==> config.mk <==
export PLATFORM = sky130hd
export DESIGN_NAME = pin_bank_regs
export DESIGN_NICKNAME = d
export VERILOG_FILES = /design/src/rtl/gpb_pkg.sv /design/src/rtl/gpb_sync.sv /design/src/rtl/gpb_decode.sv /design/src/rtl/gpb_port.sv /design/src/rtl/pin_bank_regs.sv
export SDC_FILE = /design/constraint.sdc
export NUM_CORES = 1
export LEC_CHECK = 0
export BUFFER_PORTS_ARGS = -buffer_cell sky130_fd_sc_hd__buf_2
export CAP_MARGIN = 10
export CORE_MARGIN = 3
export CORE_UTILIZATION = 26
export DETAILED_ROUTE_END_ITERATION = 16
export GPL_TIMING_DRIVEN = 0
export PLACE_DENSITY = 0.54
export SLEW_MARGIN = 20
export SYNTH_ARGS = -nofsm -noshare
export SYNTH_HDL_FRONTEND = slang
export SYNTH_SLANG_ARGS = --single-unit
export TNS_END_PERCENT = 30
==> constraint.sdc <==
create_clock -name clk -period 15.4 [get_ports clk]
set_input_delay 2.31 -clock clk [delete_from_list [all_inputs] [get_ports clk]]
set_output_delay 2.31 -clock clk [all_outputs]
set_load 0.02 [all_outputs]
==> src/rtl/gpb_pkg.sv <==
package gpb_pkg;
  localparam int PINS = 8;

  typedef enum logic [2:0] {
    REG_MODE = 3'd0,
    REG_OE   = 3'd1,
    REG_OUT  = 3'd2,
    REG_IN   = 3'd3,
    REG_STA  = 3'd4,
    REG_ENB  = 3'd5,
    REG_LVL  = 3'd6,
    REG_CLR  = 3'd7
  } gpb_reg_e;

  function automatic logic [PINS-1:0] merge_bits(
    input logic [PINS-1:0] old_v,
    input logic [PINS-1:0] new_v,
    input logic [PINS-1:0] sel
  );
    return (old_v & ~sel) | (new_v & sel);
  endfunction
endpackage

==> src/rtl/gpb_sync.sv <==
module gpb_sync #(
  parameter int WIDTH = 32
) (
  input  logic             clk,
  input  logic             rst_n,
  input  logic [WIDTH-1:0] d,
  output logic [WIDTH-1:0] q
);
  logic [WIDTH-1:0] s1_q, s2_q;

  always_ff @(posedge clk or negedge rst_n) begin
    if (!rst_n) begin
      s1_q <= '0;
      s2_q <= '0;
    end else begin
      s1_q <= d;
      s2_q <= s1_q;
    end
  end

  assign q = s2_q;

  // second stage always follows the first by exactly one edge
  a_r6_two_stage: assert property (@(posedge clk) disable iff (!rst_n)
    s2_q == $past(s1_q));
endmodule

==> src/rtl/gpb_decode.sv <==
module gpb_decode
  import gpb_pkg::*;
#(
  parameter int PORTS = 4
) (
  input  logic [11:0]      addr,
  input  logic             wr_en,
  output logic [PORTS-1:0] wr_sel,
  output gpb_reg_e         reg_sel,
  output logic             masked,
  output logic [1:0]       port_idx,
  output logic             hit
);
  logic in_range;
  logic bad_alias;

  always_comb begin
    reg_sel   = gpb_reg_e'(addr[6:4]);
    port_idx  = addr[3:2];
    masked    = addr[11];
    in_range  = (addr[10:7] == 4'h0) && ({1'b0, port_idx} < 3'(PORTS));
    bad_alias = masked && ((reg_sel == REG_IN) || (reg_sel == REG_CLR));
    hit       = in_range && !bad_alias;
  end

  for (genvar p = 0; p < PORTS; p++) begin : g_sel
    assign wr_sel[p] = wr_en && hit && (port_idx == 2'(p));
  end
endmodule

==> src/rtl/gpb_port.sv <==
module gpb_port
  import gpb_pkg::*;
(
  input  logic            clk,
  input  logic            rst_n,
  input  logic            we,
  input  gpb_reg_e        reg_sel,
  input  logic            masked,
  input  logic [15:0]     wdata,
  input  logic [PINS-1:0] set_evt,
  output logic [PINS-1:0] mode_q,
  output logic [PINS-1:0] oe_q,
  output logic [PINS-1:0] out_q,
  output logic [PINS-1:0] enb_q,
  output logic [PINS-1:0] lvl_q,
  output logic [PINS-1:0] sta_q
);
  logic [PINS-1:0] sel, val, clr_bits;
  logic [PINS-1:0] mode_d, oe_d, out_d, enb_d, lvl_d, sta_d;
  logic            mode_en, oe_en, out_en, enb_en, lvl_en, sta_en;

  always_comb begin
    val      = wdata[PINS-1:0];
    sel      = masked ? wdata[PINS+7:8] : '1;
    mode_en  = we && (reg_sel == REG_MODE);
    oe_en    = we && (reg_sel == REG_OE);
    out_en   = we && (reg_sel == REG_OUT);
    enb_en   = we && (reg_sel == REG_ENB);
    lvl_en   = we && (reg_sel == REG_LVL);
    clr_bits = (we && (reg_sel == REG_CLR)) ? val : '0;
    sta_en   = (we && ((reg_sel == REG_STA) || (reg_sel == REG_CLR))) || (|set_evt);
    mode_d   = merge_bits(mode_q, val, sel);
    oe_d     = merge_bits(oe_q, val, sel);
    out_d    = merge_bits(out_q, val, sel);
    enb_d    = merge_bits(enb_q, val, sel);
    lvl_d    = merge_bits(lvl_q, val, sel);
    sta_d    = (we && (reg_sel == REG_STA)) ? merge_bits(sta_q, val, sel) : sta_q;
    sta_d    = (sta_d & ~clr_bits) | set_evt;
  end

  always_ff @(posedge clk or negedge rst_n) begin
    if (!rst_n) begin
      mode_q <= '0;
      oe_q   <= '0;
      out_q  <= '0;
      enb_q  <= '0;
      lvl_q  <= '0;
      sta_q  <= '0;
    end else begin
      if (mode_en) mode_q <= mode_d;
      if (oe_en)   oe_q   <= oe_d;
      if (out_en)  out_q  <= out_d;
      if (enb_en)  enb_q  <= enb_d;
      if (lvl_en)  lvl_q  <= lvl_d;
      if (sta_en)  sta_q  <= sta_d;
    end
  end

  // pins outside the mask keep their value on a masked write
  a_r3_mask_keeps: assert property (@(posedge clk) disable iff (!rst_n)
    (we && masked && reg_sel == REG_OE) |=>
      (((oe_q ^ $past(oe_q)) & ~$past(wdata[PINS+7:8])) == '0));

  // bits written as one to the clear register are zero afterwards (no set event)
  a_r4_clear: assert property (@(posedge clk) disable iff (!rst_n)
    (we && reg_sel == REG_CLR) |=>
      ((sta_q & $past(wdata[PINS-1:0] & ~set_evt)) == '0));

  // an event always leaves its status bit set
  a_r5_set_wins: assert property (@(posedge clk) disable iff (!rst_n)
    (|set_evt) |=> ((sta_q & $past(set_evt)) == $past(set_evt)));
endmodule

==> src/rtl/pin_bank_regs.sv <==
module pin_bank_regs
  import gpb_pkg::*;
#(
  parameter int PORTS = 4
) (
  input  logic               clk,
  input  logic               rst_ni,
  input  logic [11:0]        addr,
  input  logic               wr_en,
  input  logic [31:0]        wdata,
  input  logic               rd_en,
  output logic [31:0]        rdata,
  input  logic [PORTS*8-1:0] pin_in,
  input  logic [PORTS*8-1:0] int_set,
  output logic [PORTS*8-1:0] pin_cfg,
  output logic [PORTS*8-1:0] pin_oe,
  output logic [PORTS*8-1:0] pin_out,
  output logic [PORTS*8-1:0] int_en,
  output logic [PORTS*8-1:0] int_lvl,
  output logic [PORTS*8-1:0] int_sta
);
  localparam int NPINS = PORTS * PINS;

  logic             rst_m_q, rst_n;
  logic [PORTS-1:0] wr_sel;
  gpb_reg_e         reg_sel;
  logic             masked, hit;
  logic [1:0]       port_idx;
  logic [NPINS-1:0] pin_sync;
  logic [PINS-1:0]  rd_mux;
  logic [31:0]      rdata_q;
  logic [PINS-1:0]  mode_a [PORTS];
  logic [PINS-1:0]  oe_a   [PORTS];
  logic [PINS-1:0]  out_a  [PORTS];
  logic [PINS-1:0]  enb_a  [PORTS];
  logic [PINS-1:0]  lvl_a  [PORTS];
  logic [PINS-1:0]  sta_a  [PORTS];
  logic [PINS-1:0]  in_a   [PORTS];

  always_ff @(posedge clk or negedge rst_ni) begin
    if (!rst_ni) begin
      rst_m_q <= 1'b0;
      rst_n   <= 1'b0;
    end else begin
      rst_m_q <= 1'b1;
      rst_n   <= rst_m_q;
    end
  end

  gpb_decode #(.PORTS(PORTS)) u_dec (
    .addr(addr), .wr_en(wr_en), .wr_sel(wr_sel), .reg_sel(reg_sel),
    .masked(masked), .port_idx(port_idx), .hit(hit)
  );

  gpb_sync #(.WIDTH(NPINS)) u_sync (
    .clk(clk), .rst_n(rst_n), .d(pin_in), .q(pin_sync)
  );

  for (genvar p = 0; p < PORTS; p++) begin : g_port
    gpb_port u_port (
      .clk(clk), .rst_n(rst_n), .we(wr_sel[p]), .reg_sel(reg_sel),
      .masked(masked), .wdata(wdata[15:0]),
      .set_evt(int_set[p*PINS +: PINS]),
      .mode_q(mode_a[p]), .oe_q(oe_a[p]), .out_q(out_a[p]),
      .enb_q(enb_a[p]), .lvl_q(lvl_a[p]), .sta_q(sta_a[p])
    );
    assign in_a[p]                 = pin_sync[p*PINS +: PINS];
    assign pin_cfg[p*PINS +: PINS] = mode_a[p];
    assign pin_oe[p*PINS +: PINS]  = oe_a[p];
    assign pin_out[p*PINS +: PINS] = out_a[p];
    assign int_en[p*PINS +: PINS]  = enb_a[p];
    assign int_lvl[p*PINS +: PINS] = lvl_a[p];
    assign int_sta[p*PINS +: PINS] = sta_a[p];
  end

  always_comb begin
    rd_mux = '0;
    if (hit) begin
      case (reg_sel)
        REG_MODE: rd_mux = mode_a[port_idx];
        REG_OE:   rd_mux = oe_a[port_idx];
        REG_OUT:  rd_mux = out_a[port_idx];
        REG_IN:   rd_mux = in_a[port_idx];
        REG_STA:  rd_mux = sta_a[port_idx];
        REG_ENB:  rd_mux = enb_a[port_idx];
        REG_LVL:  rd_mux = lvl_a[port_idx];
        default:  rd_mux = '0;
      endcase
    end
  end

  always_ff @(posedge clk or negedge rst_n) begin
    if (!rst_n) begin
      rdata_q <= '0;
    end else if (rd_en) begin
      rdata_q <= {{(32-PINS){1'b0}}, rd_mux};
    end
  end

  assign rdata = rdata_q;

  // an unmapped read returns zero
  a_r8_unmapped_zero: assert property (@(posedge clk) disable iff (!rst_n)
    (rd_en && !hit) |=> (rdata == 32'h0));

  // upper read bits stay zero
  a_r7_upper_zero: assert property (@(posedge clk) disable iff (!rst_n)
    rdata[31:PINS] == '0);
endmodule

==> impl_metrics.json <==
{
  "status": "completed",
  "synth_cells": 1044,
  "cp_max_fo": 10,
  "rsz0062_at_grt": "false",
  "rows": 80,
  "cp_data_required_time_ns": 15.87,
  "gr-total-overflow": 0,
  "nets": 1501,
  "num-fill-cells": 4813,
  "die_x_microns": 226.9,
  "final_util_pct": 33.82,
  "wl_per_cell_microns": 27.86,
  "yosysSeqAreaShare_pct": 52.46,
  "critPathLaunch": "addr[3]",
  "min_path_type": "reg -> async",
  "grt_usage_pct": 21.43,
  "multi_input_area_sq_um": 5647,
  "cts_buffer_depth": 3,
  "yosys_warnings": 0,
  "reg2reg_depth": 4,
  "gp_congestion": 0.8477,
  "core_sq_um": 47950,
  "seqCellArea_sq_um": 6660,
  "clk_pin_slew_ns": 0.07,
  "antenna_left": 0,
  "vias_per_cell": 4.929,
  "drv_cap": 0,
  "power_density_nw_per_um2": 102.3,
  "root_buffer": "clkbuf_16",
  "drv_slew": 0,
  "initial_core_util_pct": 26.47,
  "synthesis.area_sq_um": 12690,
  "dp_hpwl_mm": 40.67,
  "die_y_microns": 226.9,
  "first_pass_iters": 5,
  "ys_seq_elements": 266,
  "synth_edf_count": 0,
  "clock-sinks": 266,
  "via_count": 9996,
  "cp.arrival_ns": 5.55,
  "fin_skew_ns": 0.01287,
  "period_needed_ns": 5.083,
  "syn_area_per_cell_sq_um": 12.15,
  "worst-slew-pin-transition_ns": 1.055,
  "setup.worst_path.end_class": "flip-flop",
  "grt_max_degree": 53,
  "ios": 336,
  "timing.fmax_mhz": 196.8,
  "synthFlopType": "dfrtp_1",
  "drc": 0,
  "async_flop_share_pct": 100.0,
  "clk_latency_ns": 0.58,
  "finalHoldViolations": 0,
  "antenna_found_initial": 2,
  "htree_levels": 1,
  "numCtsBuffers": 31,
  "power_mw": 1.658,
  "start_kind": "primary input",
  "cts_tree": "built",
  "finalSetupTns_ns": 0,
  "drt_iter0_drc": 581,
  "postCtsSetupBuffers": 0,
  "drive_gt1_share_pct": 45.33,
  "finalWirelength_mm": 56.50,
  "grt_pass1_wl_mm": 78.00,
  "cts.hold.buffers_added": 0,
  "cts_resized": 0,
  "first_global_vias": 10420,
  "area_delta_synth_final_pct": 27.79,
  "place.port_buffers": 284,
  "fin_crit_sh_pct": 33.00,
  "slew_headroom_pct": 29.43,
  "ys_types": 48,
  "p_leak_nw": 7.732,
  "setup_viol": 0,
  "vdd_drop_max_mv": 0.07774,
  "path_class": "in -> reg",
  "dieArea_sq_um": 51490
}
-- cells in the mapped netlist, drive strengths merged, types with 7 or more instances --
| cell type | count | share of area [%] |
|---|---|---|
| dfrtp | 266 | 52 |
| mux2 | 199 | 18 |
| nor2 | 134 | 4.3 |
| nand2 | 95 | 2.8 |
| clkbuf | 58 | 1.7 |
| mux4 | 42 | 7.5 |
| buf | 38 | 2.0 |
| nor3 | 37 | 1.5 |
| a21o | 32 | 1.9 |
| mux2i | 29 | 2.3 |
| nand2b | 14 | 0.69 |
| o22ai | 12 | 0.59 |
| nor2b | 11 | 0.54 |
| inv | 8 | 0.24 |
| nand3 | 7 | 0.28 |
-- through the flow --
stage | cell area (sq um) | hold slack, ns | std cells | setup WS [ns]
after floorplan | 12780 | 0.3312 | 1067 | 7.438
after global placement | 14970 | 0.3341 | 1966 | 3.922
after detailed placement | 15140 | 0.2607 | 1971 | 9.859
after CTS | 16210 | 0.2681 | 2027 | 10.44
after global routing | 16220 | 0.2825 | 2028 | 10.35
final | 16220 | 0.2559 | 2028 | 10.32
-- report_power, final --
| part | internal [mW] | switching [mW] |
|---|---|---|
| Combinational | 0.0496 | 0.101 |
| Sequential | 0.716 | 0.0105 |
| Clock | 0.459 | 0.322 |
-- layout make-up --
type,instances,share of cell area (%)
Timing Repair Buffer,289,9.614
Tap cell,615,4.745
Inverter,8,0.1852
Clock inverter,24,1.759
Buffer,96,2.917
Sequential cell,266,41.07
Antenna cell,1,0.01543
Clock buffer,32,4.869
Multi-Input combinational cell,697,34.82
-- worst paths after layout --
kind                                                  end  slack [ns]
worst max-delay path            g_port[2].u_port.sta_q[1]       10.32
worst min-delay path                            async pin        0.26
worst max register to register                   rdata[5]       13.63
worst min register to register                  async pin        0.26
max in group asynchronous                           rst_n       13.78
min in group clk                             u_sync.q[20]        0.35
-- critical path, cell delays in order --
cell and delay, ns:
buf_2 0.12, clkbuf_1 0.31, buf_2 0.47, nand4_1 0.93
nor2_2 1.06, nand2_1 0.15, a21o_1 0.19
-- layout by cell type (no fill, tap or decap), drive strengths merged, types with 7 or more instances in the layout --
master,instances
clkinv,11
inv,9
clkinvlp,7
mux2,199
nand2,95
nand2b,14
a21o,32
mux2i,29
dfrtp,266
nor2,134
clkbuf,90
nand3,7
buf,327
mux4,42
o22ai,12
conb,25
nor2b,11
nor3,37
-- per-layer routing --
layer,vias to the layer above,track usage (%),wire [microns]
met5,-,0,17
met4,2,6.295,1637
met3,82,5.930,4471
met2,408,36.29,27400
met1,5165,26.81,22970
li1,4339,-,-
-- cells by family after synthesis --
kind of cell    share of synthesized area, %
simple gates                           11.56
buf+inv                                3.954
mux                                    27.40
other cells                          0.05918
compound gates                         4.575
flops                                  52.46
Power figures use the tool's default switching activity.
